**src/rtl/fpadd_pkg.sv**
```systemverilog
package fpadd_pkg;

  typedef enum logic [1:0] {
    KIND_ZERO,
    KIND_NUM,
    KIND_INF,
    KIND_NAN
  } fp_kind_e;

  // Sort an operand into its class from three field tests.
  function automatic fp_kind_e kind_of(input logic exp_zero, input logic exp_full,
                                       input logic frac_nz);
    if (exp_full) return frac_nz ? KIND_NAN : KIND_INF;
    if (exp_zero) return KIND_ZERO;
    return KIND_NUM;
  endfunction

endpackage

```
**src/rtl/fpadd_pipe.sv**
```systemverilog
module fpadd_pipe #(
  parameter int DW = 8,
  parameter bit EN = 1'b1
) (
  input  logic          clk,
  input  logic          rst_n,
  input  logic          v_in,
  input  logic [DW-1:0] d_in,
  output logic          v_out,
  output logic [DW-1:0] d_out
);

  generate
    if (EN) begin : g_reg
      logic          v_q;
      logic [DW-1:0] d_q, d_nxt;

      always_comb d_nxt = v_in ? d_in : d_q;

      always_ff @(posedge clk or negedge rst_n) begin
        if (!rst_n) v_q <= 1'b0;
        else        v_q <= v_in;
      end

      always_ff @(posedge clk) d_q <= d_nxt;

      assign v_out = v_q;
      assign d_out = d_q;
    end else begin : g_wire
      assign v_out = v_in;
      assign d_out = d_in;
    end
  endgenerate

endmodule

```
**src/rtl/fpadd_align.sv**
```systemverilog
module fpadd_align
  import fpadd_pkg::*;
#(
  parameter int EXP_W = 8,
  parameter int MAN_W = 10,
  parameter int GUARD = 2,
  localparam int W     = 1 + EXP_W + MAN_W,
  localparam int WW    = MAN_W + 1 + GUARD,
  localparam int OUT_W = 1 + W + 1 + 1 + EXP_W + 2 * WW
) (
  input  logic [W-1:0]     opnd_a,
  input  logic [W-1:0]     opnd_b,
  input  logic             op_sub,
  output logic [OUT_W-1:0] pkt
);

  localparam logic [W-1:0] QNAN = {1'b0, {EXP_W{1'b1}}, 1'b1, {(MAN_W-1){1'b0}}};
  localparam logic [EXP_W-1:0] WW_E = EXP_W'(WW);

  logic             sa, sb, a_big, nan_any, inf_any;
  logic [EXP_W-1:0] ea, eb, big_e, sml_e, diff;
  logic [MAN_W:0]   ma, mb, big_m, sml_m;
  logic [WW-1:0]    sml_sh;
  logic [W-1:0]     spec_res;
  fp_kind_e         ka, kb;

  always_comb begin
    sa = opnd_a[W-1];
    sb = opnd_b[W-1] ^ op_sub;
    ka = kind_of(opnd_a[W-2 -: EXP_W] == '0, opnd_a[W-2 -: EXP_W] == '1,
                 opnd_a[MAN_W-1:0] != '0);
    kb = kind_of(opnd_b[W-2 -: EXP_W] == '0, opnd_b[W-2 -: EXP_W] == '1,
                 opnd_b[MAN_W-1:0] != '0);
    // flushed operands become exact zero before ranking
    ea = (ka == KIND_NUM) ? opnd_a[W-2 -: EXP_W] : '0;
    eb = (kb == KIND_NUM) ? opnd_b[W-2 -: EXP_W] : '0;
    ma = (ka == KIND_NUM) ? {1'b1, opnd_a[MAN_W-1:0]} : '0;
    mb = (kb == KIND_NUM) ? {1'b1, opnd_b[MAN_W-1:0]} : '0;

    a_big = {ea, ma} >= {eb, mb};
    big_e = a_big ? ea : eb;
    sml_e = a_big ? eb : ea;
    big_m = a_big ? ma : mb;
    sml_m = a_big ? mb : ma;
    diff  = big_e - sml_e;
    sml_sh = (diff >= WW_E) ? '0 : ({sml_m, {GUARD{1'b0}}} >> diff);

    inf_any = (ka == KIND_INF) || (kb == KIND_INF);
    nan_any = (ka == KIND_NAN) || (kb == KIND_NAN) ||
              ((ka == KIND_INF) && (kb == KIND_INF) && (sa != sb));
    spec_res = nan_any ? QNAN
                       : {((ka == KIND_INF) ? sa : sb), {EXP_W{1'b1}}, {MAN_W{1'b0}}};

    pkt = {nan_any | inf_any, spec_res, (a_big ? sa : sb), (sa != sb), big_e,
           {big_m, {GUARD{1'b0}}}, sml_sh};
  end

endmodule

```
**src/rtl/fpadd_addsub.sv**
```systemverilog
module fpadd_addsub #(
  parameter int EXP_W = 8,
  parameter int MAN_W = 10,
  parameter int GUARD = 2,
  localparam int W     = 1 + EXP_W + MAN_W,
  localparam int WW    = MAN_W + 1 + GUARD,
  localparam int IN_W  = 1 + W + 1 + 1 + EXP_W + 2 * WW,
  localparam int OUT_W = 1 + W + 1 + EXP_W + WW + 1
) (
  input  logic [IN_W-1:0]  pkt_in,
  output logic [OUT_W-1:0] pkt_out
);

  logic             spec, sgn, eff_sub;
  logic [W-1:0]     sres;
  logic [EXP_W-1:0] bexp;
  logic [WW-1:0]    bm, sm;
  logic [WW:0]      sum;

  always_comb begin
    {spec, sres, sgn, eff_sub, bexp, bm, sm} = pkt_in;
    // big >= small in magnitude, so the difference never goes negative
    sum = eff_sub ? ({1'b0, bm} - {1'b0, sm}) : ({1'b0, bm} + {1'b0, sm});
    pkt_out = {spec, sres, sgn, bexp, sum};
  end

endmodule

```
**src/rtl/fpadd_norm.sv**
```systemverilog
module fpadd_norm #(
  parameter int EXP_W = 8,
  parameter int MAN_W = 10,
  parameter int GUARD = 2,
  localparam int W    = 1 + EXP_W + MAN_W,
  localparam int WW   = MAN_W + 1 + GUARD,
  localparam int IN_W = 1 + W + 1 + EXP_W + WW + 1,
  localparam int LZ_W = $clog2(WW + 2),
  localparam int EW   = EXP_W + 2,
  localparam int EMAX = (1 << EXP_W) - 1
) (
  input  logic [IN_W-1:0] pkt_in,
  output logic [W-1:0]    res
);

  logic                 spec, sgn, found;
  logic [W-1:0]         sres;
  logic [EXP_W-1:0]     bexp;
  logic [WW:0]          sum, shifted;
  logic [LZ_W-1:0]      lz;
  logic signed [EW-1:0] e_wide;

  always_comb begin
    {spec, sres, sgn, bexp, sum} = pkt_in;
    found = 1'b0;
    lz    = '0;
    for (int i = WW; i >= 0; i--) begin
      if (!found && sum[i]) begin
        found = 1'b1;
        lz    = LZ_W'(WW - i);
      end
    end
    shifted = sum << lz;
    e_wide  = $signed({2'b00, bexp}) + $signed(EW'(1)) - $signed(EW'(lz));

    if (spec)                                res = sres;
    else if (!found || e_wide <= 0)          res = '0;
    else if (e_wide >= $signed(EW'(EMAX)))   res = {sgn, {EXP_W{1'b1}}, {MAN_W{1'b0}}};
    else res = {sgn, e_wide[EXP_W-1:0], shifted[WW-1 -: MAN_W]};
  end

endmodule

```
**src/rtl/fpadd_top.sv**
```systemverilog
module fpadd_top #(
  parameter int         EXP_W     = 8,
  parameter int         MAN_W     = 10,
  parameter int         GUARD     = 2,
  parameter logic [2:0] STAGE_SEL = 3'b111,
  localparam int W    = 1 + EXP_W + MAN_W,
  localparam int WW   = MAN_W + 1 + GUARD,
  localparam int A_W  = 1 + W + 1 + 1 + EXP_W + 2 * WW,
  localparam int S_W  = 1 + W + 1 + EXP_W + WW + 1,
  localparam int LAT  = int'(STAGE_SEL[0]) + int'(STAGE_SEL[1]) + int'(STAGE_SEL[2])
) (
  input  logic         clk,
  input  logic         rst_n,
  input  logic         in_valid,
  input  logic         op_sub,
  input  logic [W-1:0] opnd_a,
  input  logic [W-1:0] opnd_b,
  output logic         out_valid,
  output logic [W-1:0] result
);

  logic [1:0]     rsync;
  logic           rst_sync_n;
  logic           v1, v2;
  logic [A_W-1:0] a_pkt, a_pkt_q;
  logic [S_W-1:0] s_pkt, s_pkt_q;
  logic [W-1:0]   n_res;

  always_ff @(posedge clk or negedge rst_n) begin
    if (!rst_n) rsync <= 2'b00;
    else        rsync <= {rsync[0], 1'b1};
  end
  assign rst_sync_n = rsync[1];

  fpadd_align #(.EXP_W(EXP_W), .MAN_W(MAN_W), .GUARD(GUARD)) u_align (
    .opnd_a(opnd_a), .opnd_b(opnd_b), .op_sub(op_sub), .pkt(a_pkt));

  fpadd_pipe #(.DW(A_W), .EN(STAGE_SEL[0])) u_p0 (
    .clk(clk), .rst_n(rst_sync_n), .v_in(in_valid), .d_in(a_pkt),
    .v_out(v1), .d_out(a_pkt_q));

  fpadd_addsub #(.EXP_W(EXP_W), .MAN_W(MAN_W), .GUARD(GUARD)) u_addsub (
    .pkt_in(a_pkt_q), .pkt_out(s_pkt));

  fpadd_pipe #(.DW(S_W), .EN(STAGE_SEL[1])) u_p1 (
    .clk(clk), .rst_n(rst_sync_n), .v_in(v1), .d_in(s_pkt),
    .v_out(v2), .d_out(s_pkt_q));

  fpadd_norm #(.EXP_W(EXP_W), .MAN_W(MAN_W), .GUARD(GUARD)) u_norm (
    .pkt_in(s_pkt_q), .res(n_res));

  fpadd_pipe #(.DW(W), .EN(STAGE_SEL[2])) u_p2 (
    .clk(clk), .rst_n(rst_sync_n), .v_in(v2), .d_in(n_res),
    .v_out(out_valid), .d_out(result));

endmodule

```
**config.mk**
```make
export PLATFORM = sky130hd
export DESIGN_NAME = fpadd_top
export DESIGN_NICKNAME = d
export VERILOG_FILES = /design/src/rtl/fpadd_pkg.sv /design/src/rtl/fpadd_pipe.sv /design/src/rtl/fpadd_align.sv /design/src/rtl/fpadd_addsub.sv /design/src/rtl/fpadd_norm.sv /design/src/rtl/fpadd_top.sv
export SDC_FILE = /design/constraint.sdc
export NUM_CORES = 1
export LEC_CHECK = 0
export BUFFER_PORTS_ARGS = -buffer_cell sky130_fd_sc_hd__buf_2
export CAP_MARGIN = 20
export CORE_UTILIZATION = 40
export CTS_BUF_LIST = sky130_fd_sc_hd__clkbuf_16
export DETAILED_ROUTE_END_ITERATION = 8
export GPL_ROUTABILITY_DRIVEN = 1
export PLACE_DENSITY = 0.66
export SLEW_MARGIN = 20
export SYNTH_ARGS = -nofsm -noshare
export SYNTH_HDL_FRONTEND = slang
export SYNTH_SLANG_ARGS = --single-unit
```
**constraint.sdc**
```tcl
create_clock -name clk -period 0.8 [get_ports clk]
set_input_delay 0.08 -clock clk [delete_from_list [all_inputs] [get_ports clk]]
set_output_delay 0.08 -clock clk [all_outputs]
set_load 0.005 [all_outputs]
```
Word-level counts from Yosys, hierarchy flattened
Index checks and enable logic that the tools add are counted.
- $add $sub $neg: 5
- equal/unequal tests: 9
- muxes and demuxes: 58
- shifts and indexed selects: 2
- order comparisons: 4
- bitwise gates (word level): 2
- reductions and logical operators: 37
- operators by type and width (operator ; number):
    $mux W11 ; 4
    $mux W19 ; 2
    $mux W8 ; 4
    $mux W1 ; 25
    $mux W4 ; 6
    $mux W2 ; 10
    $reduce_bool A10 Y1 ; 2
    $ge A19 B19 Y1 ; 1
    $mux W18 ; 1
    $eq A8 B8 Y1 const B ; 2
    $logic_not A8 Y1 ; 2
    $logic_and A1 B1 Y1 ; 15
    $add A13 B13 Y14 ; 1
    $logic_not A1 Y1 ; 14
    $mux W14 ; 1
    $shl A14 B4 Y13 ; 1
    $sub A13 B13 Y14 ; 1
    $shr A13 B8 Y13 ; 1
    $mux W3 ; 4
    $ge A10 B9 Y1 const B ; 1
    $le A10 B1 Y1 const B ; 1
    $mux W10 ; 1
    $sub A9 B4 Y10 ; 1
    $add A8 B1 Y9 const B ; 1
    8 further kinds ; 15
- bits of input ports: 42
- logic and storage cells: 126
- flip-flop bits (word level): 121
- output and inout port bits: 20

Longest topological paths before layout
Gate-level depths: netlist (run 1).
- word-level depth: 45
- gate-level depth with buffers: 22
- mapped depth without buffers: 19

Cells and area by module
A second synthesis (run 1) with hierarchy kept.
- cells, all modules: 865
- area total of the unflattened synthesis: 8469.4 µm²
- modules (own cells, without submodules) (module ; instances ; cells each ; area each (µm²) ; sequential area each (µm²)):
    fpadd_align ; 1 ; 348 ; 2169.6 ; 0.0
    fpadd_pipe at u_p0 ; 1 ; 57 ; 1706.6 ; 1706.6
    fpadd_norm ; 1 ; 235 ; 1485.2 ; 0.0
    fpadd_pipe at u_p1 ; 1 ; 44 ; 1316.3 ; 1316.3
    fpadd_addsub ; 1 ; 158 ; 1142.3 ; 0.0
    fpadd_pipe at u_p2 ; 1 ; 20 ; 595.6 ; 595.6
    fpadd_top ; 1 ; 3 ; 53.8 ; 50.0

Worst setup path after synthesis (run 1)
No wires, ideal clock.
- path kind: reg2reg
- from: register u_p1.g_reg.d_q[12], in the netlist u_p1.d_out[12]
- to: register u_p2.g_reg.d_q[0], in the netlist u_p2.d_out[0] (data pin)
- library setup time: 160 ps
- arrival time: 4821 ps
- required time: 640 ps
- slack: -4181 ps
- path buffers: 1
- stages on the path, launching flop included: 19
- clock period less this slack: 4981 ps
- cells stage by stage: edfxtp_1 > nor4_1 > nand3_1 > or4_1 > clkbuf_1 > o31ai_2 > inv_1 > ha_1 > fa_1 > a21o_1 > a21oi_1 > o21bai_1 > a21oi_1 > xor2_1 > nor2_1 > a31oi_1 > nor2b_1 > nand2_1 > nor3b_1
- word-level cells in the longest chain between the ends: 43
- elaborated cells between the ends (all ways): 60
- those cells by class: add/sub (1); order compare (2); shift (1); mux (29); reduce/logical (27)
- RTL lines (item ; line ; text):
    from (decl) ; fpadd_pipe.sv:16 ; logic [DW-1:0] d_q, d_nxt;
    from (signal assigned) ; fpadd_pipe.sv:25 ; always_ff @(posedge clk) d_q <= d_nxt;
    $logic_and A1 B1 Y1 ; fpadd_norm.sv:28 ; if (!found && sum[i]) begin
    $mux W1 ; fpadd_norm.sv:28 ;
    $logic_not A1 Y1 ; fpadd_norm.sv:28 ;
    $logic_and A1 B1 Y1 ; fpadd_norm.sv:28 ;
    $mux W1 ; fpadd_norm.sv:28 ;
    $logic_not A1 Y1 ; fpadd_norm.sv:28 ;
    $logic_and A1 B1 Y1 ; fpadd_norm.sv:28 ;
    $mux W1 ; fpadd_norm.sv:28 ;
    [... 27 more ...] ; -- ;
    $logic_not A1 Y1 ; fpadd_norm.sv:28 ;
    $logic_and A1 B1 Y1 ; fpadd_norm.sv:28 ;
    $mux W4 ; fpadd_norm.sv:28 ;
    $sub A9 B4 Y10 ; fpadd_norm.sv:34 ; e_wide = $signed({2'b00, bexp}) + $signed(EW'(1)) - $signed(EW'(lz));
    $ge A10 B9 Y1 or $le A10 B1 Y1 (tied branches) ; fpadd_norm.sv:38, fpadd_norm.sv:37 ;
    $mux W18 or $logic_or A1 B1 Y1 (tied branches) ; fpadd_norm.sv:38, fpadd_norm.sv:37 ;
    $mux W19 * ; fpadd_norm.sv:37 ; else if (!found || e_wide <= 0) res = '0;
    $mux W19 * ; fpadd_norm.sv:36 ; if (spec) res = sres;
    to (signal assigned) ; fpadd_pipe.sv:25 ;
    to (decl) ; fpadd_pipe.sv:16 ;
Mark *: on every way between the ends. The rest lies on a longest branch, timed or not.
A chain may end at the register's enable or synchronous reset.

Worst setup path after layout (run 1)
- from: register u_p1.g_reg.d_q[12], in the netlist u_p1.d_out[12]
- to: register u_p2.g_reg.d_q[6], in the netlist u_p2.d_out[6] (data pin)
The elaborated chain is that of the path after synthesis.

==> results of run 1 <==
==> placed cells by master, fill, tap and decap left out, drive strengths merged, types with 3 or more instances in the layout <==
| cell type | count |
|---|---|
| a2111oi | 3 |
| a211oi | 10 |
| a21o | 11 |
| a21oi | 44 |
| a221o | 3 |
| a22oi | 3 |
| a31oi | 7 |
| and2 | 10 |
| and3 | 7 |
| buf | 376 |
| clkbuf | 10 |
| dfrtp | 5 |
| edfxtp | 82 |
| ha | 55 |
| inv | 66 |
| mux2 | 4 |
| mux2i | 26 |
| mux4 | 10 |
| nand2 | 78 |
| nand2b | 10 |
| nand3 | 16 |
| nand4 | 10 |
| nor2 | 61 |
| nor3 | 21 |
| nor4 | 14 |
| o21a | 5 |
| o21ai | 59 |
| o21bai | 14 |
| o22ai | 6 |
| o32a | 3 |
| or2 | 3 |
| or4 | 4 |
| xnor2 | 20 |
| xor2 | 3 |
==> critical path: stages, from the launching register on <==
cell and delay (ns):
sky130_fd_sc_hd__edfxtp_1 0.43, sky130_fd_sc_hd__nor4_4 0.34, sky130_fd_sc_hd__nand3_2 0.13, sky130_fd_sc_hd__or4_4 0.47, sky130_fd_sc_hd__o31ai_4 0.27, sky130_fd_sc_hd__inv_2 0.09
sky130_fd_sc_hd__ha_4 0.30, sky130_fd_sc_hd__ha_4 0.20, sky130_fd_sc_hd__a21o_1 0.16, sky130_fd_sc_hd__a21oi_2 0.16, sky130_fd_sc_hd__o21bai_2 0.11, sky130_fd_sc_hd__a2111oi_4 0.38
sky130_fd_sc_hd__nor3_2 0.11, sky130_fd_sc_hd__xnor2_2 0.27, sky130_fd_sc_hd__a31oi_4 0.12, sky130_fd_sc_hd__nor2b_4 0.16, sky130_fd_sc_hd__buf_4 0.14, sky130_fd_sc_hd__nand2_2 0.09
sky130_fd_sc_hd__o32ai_2 0.08
==> worst max path at each step <==
stage / startpoint / end / slack [ns] / cells after the start
after global routing: u_p1.d_out[12]$_DFFE_PP_ / u_p2.d_out[6]$_SDFFCE_PP0P_ / -3.68 / 17
final: u_p1.d_out[12]$_DFFE_PP_ / u_p2.d_out[6]$_SDFFCE_PP0P_ / -3.49 / 18
after detailed placement: opnd_a[15] / u_p0.d_out[5]$_SDFFCE_PP0P_ / -3.75 / 17
after global placement: opnd_a[15] / u_p0.d_out[5]$_SDFFCE_PP0P_ / -3.69 / 18
after CTS: u_p1.d_out[10]$_DFFE_PP_ / u_p2.d_out[6]$_SDFFCE_PP0P_ / -3.45 / 17
after floorplan: u_p1.d_out[10]$_DFFE_PP_ / u_p2.d_out[6]$_SDFFCE_PP0P_ / -3.65 / 18
==> metal layers <==
metal  track usage  vias up
met5             0        -
met4        0.0900        0
met2         0.429      231
met3        0.0296       73
li1              -     3394
met1         0.249     3288
==> cell usage after synthesis (3+ instances only) <==
master,instances,area share
sky130_fd_sc_hd__a21o_1,11,0.012
sky130_fd_sc_hd__edfxtp_1,82,0.36
sky130_fd_sc_hd__a221o_1,3,0.0044
sky130_fd_sc_hd__a211oi_1,9,0.010
sky130_fd_sc_hd__mux2_2,3,0.0050
sky130_fd_sc_hd__and2_1,9,0.0083
sky130_fd_sc_hd__mux4_2,8,0.027
sky130_fd_sc_hd__inv_1,61,0.034
sky130_fd_sc_hd__mux2i_1,26,0.038
sky130_fd_sc_hd__o21ai_0,59,0.044
sky130_fd_sc_hd__nand2_1,77,0.043
sky130_fd_sc_hd__clkbuf_1,20,0.011
sky130_fd_sc_hd__nor3_2,7,0.010
sky130_fd_sc_hd__and3_1,7,0.0065
sky130_fd_sc_hd__nand2b_1,10,0.0092
sky130_fd_sc_hd__dfrtp_1,5,0.018
sky130_fd_sc_hd__xor2_1,3,0.0039
sky130_fd_sc_hd__a2111oi_0,3,0.0039
sky130_fd_sc_hd__buf_2,3,0.0022
sky130_fd_sc_hd__nor2_1,61,0.034
sky130_fd_sc_hd__xnor2_1,20,0.026
sky130_fd_sc_hd__a22oi_1,3,0.0033
sky130_fd_sc_hd__o22ai_1,6,0.0055
sky130_fd_sc_hd__o21bai_1,13,0.014
sky130_fd_sc_hd__a31oi_1,7,0.0065
sky130_fd_sc_hd__o21a_1,5,0.0055
sky130_fd_sc_hd__nor3_1,14,0.010
sky130_fd_sc_hd__o32a_1,3,0.0044
sky130_fd_sc_hd__nand3_1,16,0.012
sky130_fd_sc_hd__nor4_1,13,0.012
sky130_fd_sc_hd__ha_1,55,0.10
sky130_fd_sc_hd__a21oi_1,44,0.032
sky130_fd_sc_hd__nand4_1,10,0.0092
==> timing repair <==
item                       in CTS  in global routing
pin swaps                      35                 57
setup endpoints to repair     135                135
gates resized for setup       121                100
setup buffers                  50                 29
hold endpoints to repair        2                  0
gates cloned                    3                  2
hold buffers                    1                  0
==> state kept, by name (all words and copies together), names as in the netlist <==
signal / flops
u_p0.d_out: 37
u_p1.d_out: 26
u_p2.d_out: 19
rsync: 2
u_p0.v_out: 1
u_p1.v_out: 1
u_p2.v_out: 1
==> logic make-up after synthesis <==
logic type                 Yosys count
other                                1
xor gates and xnor gates            23
adders and majority gates           57
AOI/OAI and AO/OA                  186
muxes                               40
DFF                                 87
and+or+nand+nor                    239
buffers and inverters               88
==> stage by stage <==
| stage | TNS, ns | hold WS [ns] |
|---|---|---|
| after detailed placement | -185.64 | -0.131 |
| final | -173.51 | 0.0437 |
| after global placement | -182.82 | -0.133 |
| after CTS | -162.47 | 0.0317 |
| after floorplan | -173.40 | -0.216 |
| after global routing | -184.10 | 0.0441 |
==> where the power goes <==
group / leakage, nW / internal [mW] / total [mW] / switching (mW)
logic: 4.00 / 5.96 / 11.5 / 5.51
clock network: 0.144 / 2.42 / 4.13 / 1.71
registers: 0.852 / 5.84 / 6.15 / 0.313
total: 4.99 / 14.2 / 21.8 / 7.53
==> final cells by class <==
| type | count | area [sq um] | share of cell area |
|---|---|---|---|
| clock buffers | 9 | 225 | 0.0199 |
| inverters | 63 | 244 | 0.0216 |
| repair buffers | 378 | 3020 | 0.267 |
| well taps | 220 | 275 | 0.0244 |
| flip-flops and latches | 87 | 2590 | 0.229 |
| clock inverters | 7 | 71.3 | 0.00631 |
| multi-input cells | 549 | 4880 | 0.432 |
==> run metrics, run 1 <==
status=finished with violations; violated checks=setup timing; PnR worst setup slack=-3.49 ns; endpoints failing setup=133; deepest level of the CTS H-tree=3; die area=0.0175 sq mm; via count=6986; worst slack, placed=-3.75 ns; setup repair after global routing missed its margin=true; worst skew pair latency=0.34 ns; Post-synth EDFFs=82; antenna cell count=0; area share of and/or/nand/nor cells after synthesis=0.171; instance area at placement=0.00937 sq mm; highest achievable clock rate=0.233 GHz; fraction of layout cells with a size suffix above 1=0.542; Max Root-Sink Buffers=2; average wire per standard cell=16.1 microns; endpoint of the worst-slack reg-to-reg timing path=u_p2.d_out[6]$_SDFFCE_PP0P_; flop and latch count out of synthesis=87; XOR/XNOR share of the synthesized area=0.0297; GRT Residual Overflow=0; sequential fraction of the synthesis area=0.382; dominant combinational cell family by area after synthesis=compound AO/OA/AOI/OAI gates; startpoint of the worst-slack reg-to-reg timing path=u_p1.d_out[12]$_DFFE_PP_; unique cell type count in the Yosys netlist=67; Worst Reg-to-Reg Cells=18; Synth Cell Area=0.00678 sq mm; final-report hold violation count=0; pin count of the biggest net entering global routing=30; die span in x=132 microns; top layer reached by signal wires=met4; total number of nets in the final design=1187; final weighted congestion in routability-driven placement=0.900; number of sinks handled by clock tree synthesis=87; Ports=62; routed length on met2=11.2 mm; cell leakage power=4.99 nW; syn avg cell area=9.40 sq um; Syn-to-layout area delta=66.7%; fraction of the mapped netlist area in compound gates=0.178; most used flip-flop cell after synthesis=sky130_fd_sc_hd__edfxtp_1; HPWL after detailed placement=13.8 mm; count of input and output buffers=61; drt first-iter violations=433; pin slew with the least headroom to its limit=0.654 ns; share of the core filled with cells=0.681; DRC violations left=0; mean number of vias per cell=5.32; post-synthesis share of cell area spent on full adders, half adders and majority gates=0.107; met1 wire length=8.37 mm; FILL cells=1214; data arrival at the endpoint of the critical path=4.37 ns; TritonRoute pass-1 iters=4; required time of the critical path=0.88 ns; count of antenna-violating nets left after detailed routing=0; Post-Synthesis Cells=721; crit path time final=4.29 ns; CTS Buf Count=9; worst clock skew=0.00479 ns; clock root buffer master=sky130_fd_sc_hd__clkbuf_16; Placeable Area=0.0166 sq mm; overall power after layout=21.8 mW; class of the tightest hold or removal check=in2async; final cell area excluding filler cells=0.0113 sq mm; number of antenna violations at the first check in global routing=0; Register-to-Register Setup Slack=-3.49 ns; highest fanout seen on the critical path=4; overall track demand over capacity in global routing=0.225; first-pass GRT wire length=31.5 mm; number of maximum-capacitance constraint violations=0; Placed Cells=1218; power density over cell area=1930 mW/mm^2; post-synth net total=820; Max Slew Vio Count=0; wire length on met3=736 microns; Tcrit/Tclk final=5.36; Peak supply drop=1.58 mV; critical path class=reg2reg; number of warnings printed during yosys synthesis=0; CTS tree=built; row count=47; count of placed standard cells in the final layout, fillers left out=1313; async set-or-reset flop fraction in the synthesized netlist=0.0575; Die Y-Extent=132 microns; via count of the first global-routing pass=6739; kind of end point of the critical path=flip-flop; Worst slew margin=0.561; element type at the critical path start=flip-flop; effective utilization at floorplan=0.409; total wire length=21.2 mm; multiplexer area fraction after synthesis=0.0799; Clk pin slew, worst setup/hold paths=0.06 ns
No activity file was read; power rests on OpenSTA's default activity.
==> inputs of run 2 (changes only) <==
SETUP_SLACK_MARGIN = 0.4   (was not set)
==> run 2 against run 1 <==
  * Sequential power is essentially flat
  * Power down 0.17%
  * Register-to-register slack about the same
  * Design area shrank 0.90%
  * Clock-buffer cell count unchanged
  * Global-route usage shrank 0.53 points
  * The run still ends with setup timing left
  * Worst hold slack about the same
  * Setup slack worse by 0.012 ns
  * Critical path depth increased by 1
  * Cell count fell by 1.5%
  * Combinational power is essentially flat
  * Sequential share of layout area increased by 0.21 points
  * Largest cell class unchanged
==> run metrics, run 2 (synthesis results as in run 1) <==
Worst Reg-to-Reg Cells=19; deepest level of the CTS H-tree=3; PnR worst setup slack=-3.50 ns; GRT Residual Overflow=0; class of the tightest hold or removal check=in2async; top layer reached by signal wires=met4; average wire per standard cell=15.6 microns; via count of the first global-routing pass=6624; final cell area excluding filler cells=0.0112 sq mm; worst clock skew=0.00384 ns; wire length on met3=682 microns; Tcrit/Tclk final=5.37; required time of the critical path=0.99 ns; leading cell type in the layout, fill and taps excluded=sky130_fd_sc_hd__buf_4; Syn-to-layout area delta=65.2%; count of placed standard cells in the final layout, fillers left out=1293; via count=6827; share of total power in combinational logic=0.527; row count=47; final-report hold violation count=0; Clk pin slew, worst setup/hold paths=0.06 ns; count of antenna-violating nets left after detailed routing=0; antenna cell count=0; effective utilization at floorplan=0.409; die span in x=132 microns; pin count of the biggest net entering global routing=30; TritonRoute pass-1 iters=5; clock root buffer master=sky130_fd_sc_hd__clkbuf_16; commonest non-fill, non-tap cells in the layout=sky130_fd_sc_hd__buf_4 (255), sky130_fd_sc_hd__edfxtp_1 (82), sky130_fd_sc_hd__nor2_1 (54); fraction of layout cells with a size suffix above 1=0.527; instance area at placement=0.00937 sq mm; number of sinks handled by clock tree synthesis=87; Register-to-Register Setup Slack=-3.50 ns; Max Root-Sink Buffers=2; die area=0.0175 sq mm; startpoint of the worst-slack reg-to-reg timing path=u_p1.d_out[12]$_DFFE_PP_; startpoint of the worst setup timing path=u_p1.d_out[12]$_DFFE_PP_; delay contributed by the slowest stage of the critical path=0.47 ns; number of antenna violations at the first check in global routing=0; Peak supply drop=1.57 mV; violated checks=setup timing; crit path time final=4.30 ns; flip-flop count of the largest register after layout=37; critical path class=reg2reg; DRC violations left=0; clock network fraction of design power=0.190; data arrival at the endpoint of the critical path=4.49 ns; total internal power=14.2 mW; Placed Cells=1218; cell leakage power=4.93 nW; HPWL after detailed placement=13.8 mm; total number of nets in the final design=1167; first-pass GRT wire length=30.9 mm; highest fanout seen on the critical path=3; total wire length=20.1 mm; Sw Pwr=7.51 mW; status=finished with violations; count of input and output buffers=61; number of maximum-capacitance constraint violations=0; routed length on met2=10.9 mm; crit path max-delay cell type=sky130_fd_sc_hd__or4_4; switching share of power=0.346; Worst slew margin=0.561; drt first-iter violations=409; overall track demand over capacity in global routing=0.219; highest achievable clock rate=0.233 GHz; pin slew with the least headroom to its limit=0.653 ns; kind of end point of the critical path=flip-flop; endpoints failing setup=134; Die Y-Extent=132 microns; portion of total power attributed to sequential cells=0.283; Ports=62; ordered list of cells on the worst path=nor4_4, nand3_2, or4_4, o31ai_4, inv_2, ha_4, ha_4, a21o_1, a21oi_2, o21bai_2, a2111oi_4, nor3_2, xnor2_1, buf_4, a31oi_4, nor2b_4, nand2_2, buf_4, o22ai_2; Placeable Area=0.0166 sq mm; final weighted congestion in routability-driven placement=0.900; CTS Buf Count=9; CTS tree=built; worst skew pair latency=0.34 ns; element type at the critical path start=flip-flop; setup repair after global routing missed its margin=true; power density over cell area=1940 mW/mm^2; Max Slew Vio Count=0; met1 wire length=8.06 mm; mean number of vias per cell=5.28
run 2: cell count changes in the layout (fill, tap and decap cells not counted), sizes merged:
cell    delta
buf       -18
nand2      -1
clkbuf     -1
run 2: cell type report:
| type | count | area (sq um) |
|---|---|---|
| Clock buffer | 9 | 225 |
| Clock inverter | 7 | 71.3 |
| Fill cell | 1224 | 5380 |
| Inverter | 63 | 244 |
| Multi-Input combinational cell | 548 | 4860 |
| Sequential cell | 87 | 2590 |
| Tap cell | 220 | 275 |
| Timing Repair Buffer | 359 | 2930 |
run 2: power by group through the flow:
stage               Clock, mW  Combinational (mW)  Sequential (mW)
finish                   4.13                11.4             6.15
global route             4.41                12.4             6.21
CTS                      4.19                10.1             6.16
detailed placement          0                9.16             6.24
global placement            0                8.96             6.21
floorplan                   0                5.14             6.28
run 2: worst paths after layout:
check	to
min in group clk	u_p0.v_out$_DFF_PN0_
max in group asynchronous	u_p0.v_out$_DFF_PN0_
worst min register to register	u_p2.v_out$_DFF_PN0_
worst max-delay path	u_p2.d_out[5]$_SDFFCE_PP0P_
worst min-delay path	rsync[1]$_DFF_PN0_
worst max register to register	u_p2.d_out[5]$_SDFFCE_PP0P_
run 2: worst max-delay path, delay by kind of cell (launching register included):
family	cells	cell delay, ns
AO/OA/AOI/OAI	7	1.34
XOR/XNOR	1	0.13
adder cells (fa/ha/maj)	2	0.51
buffers and inverters	3	0.39
flip-flops	1	0.43
AND/OR/NAND/NOR	6	1.35
run 2: metrics by stage:
stage	power, mW	hold WS [ns]	worst slack, ns	utilization	setup TNS (ns)
after floorplan	11.4	-0.216	-3.65	-	-173.40
after global placement	15.2	-0.133	-3.69	0.565	-182.82
after detailed placement	15.4	-0.131	-3.75	0.565	-185.64
after CTS	20.4	0.0317	-3.45	0.632	-161.76
after global routing	23.0	0.0441	-3.70	0.675	-178.82
final	21.7	0.0440	-3.50	0.675	-169.08
run 2: layer usage:
metal,GRT usage,vias up
li1,-,3356
met1,0.245,3229
met2,0.422,196
met3,0.0281,46
met4,0.0779,0
met5,0,-
run 2: timing repair:
action	CTS	global route
endpoints found under the setup margin	150	150
hold buffers	1	0
pin swaps	50	58
gates resized for setup	126	116
setup buffers	27	28
gates cloned	3	0
hold endpoints to repair	2	0
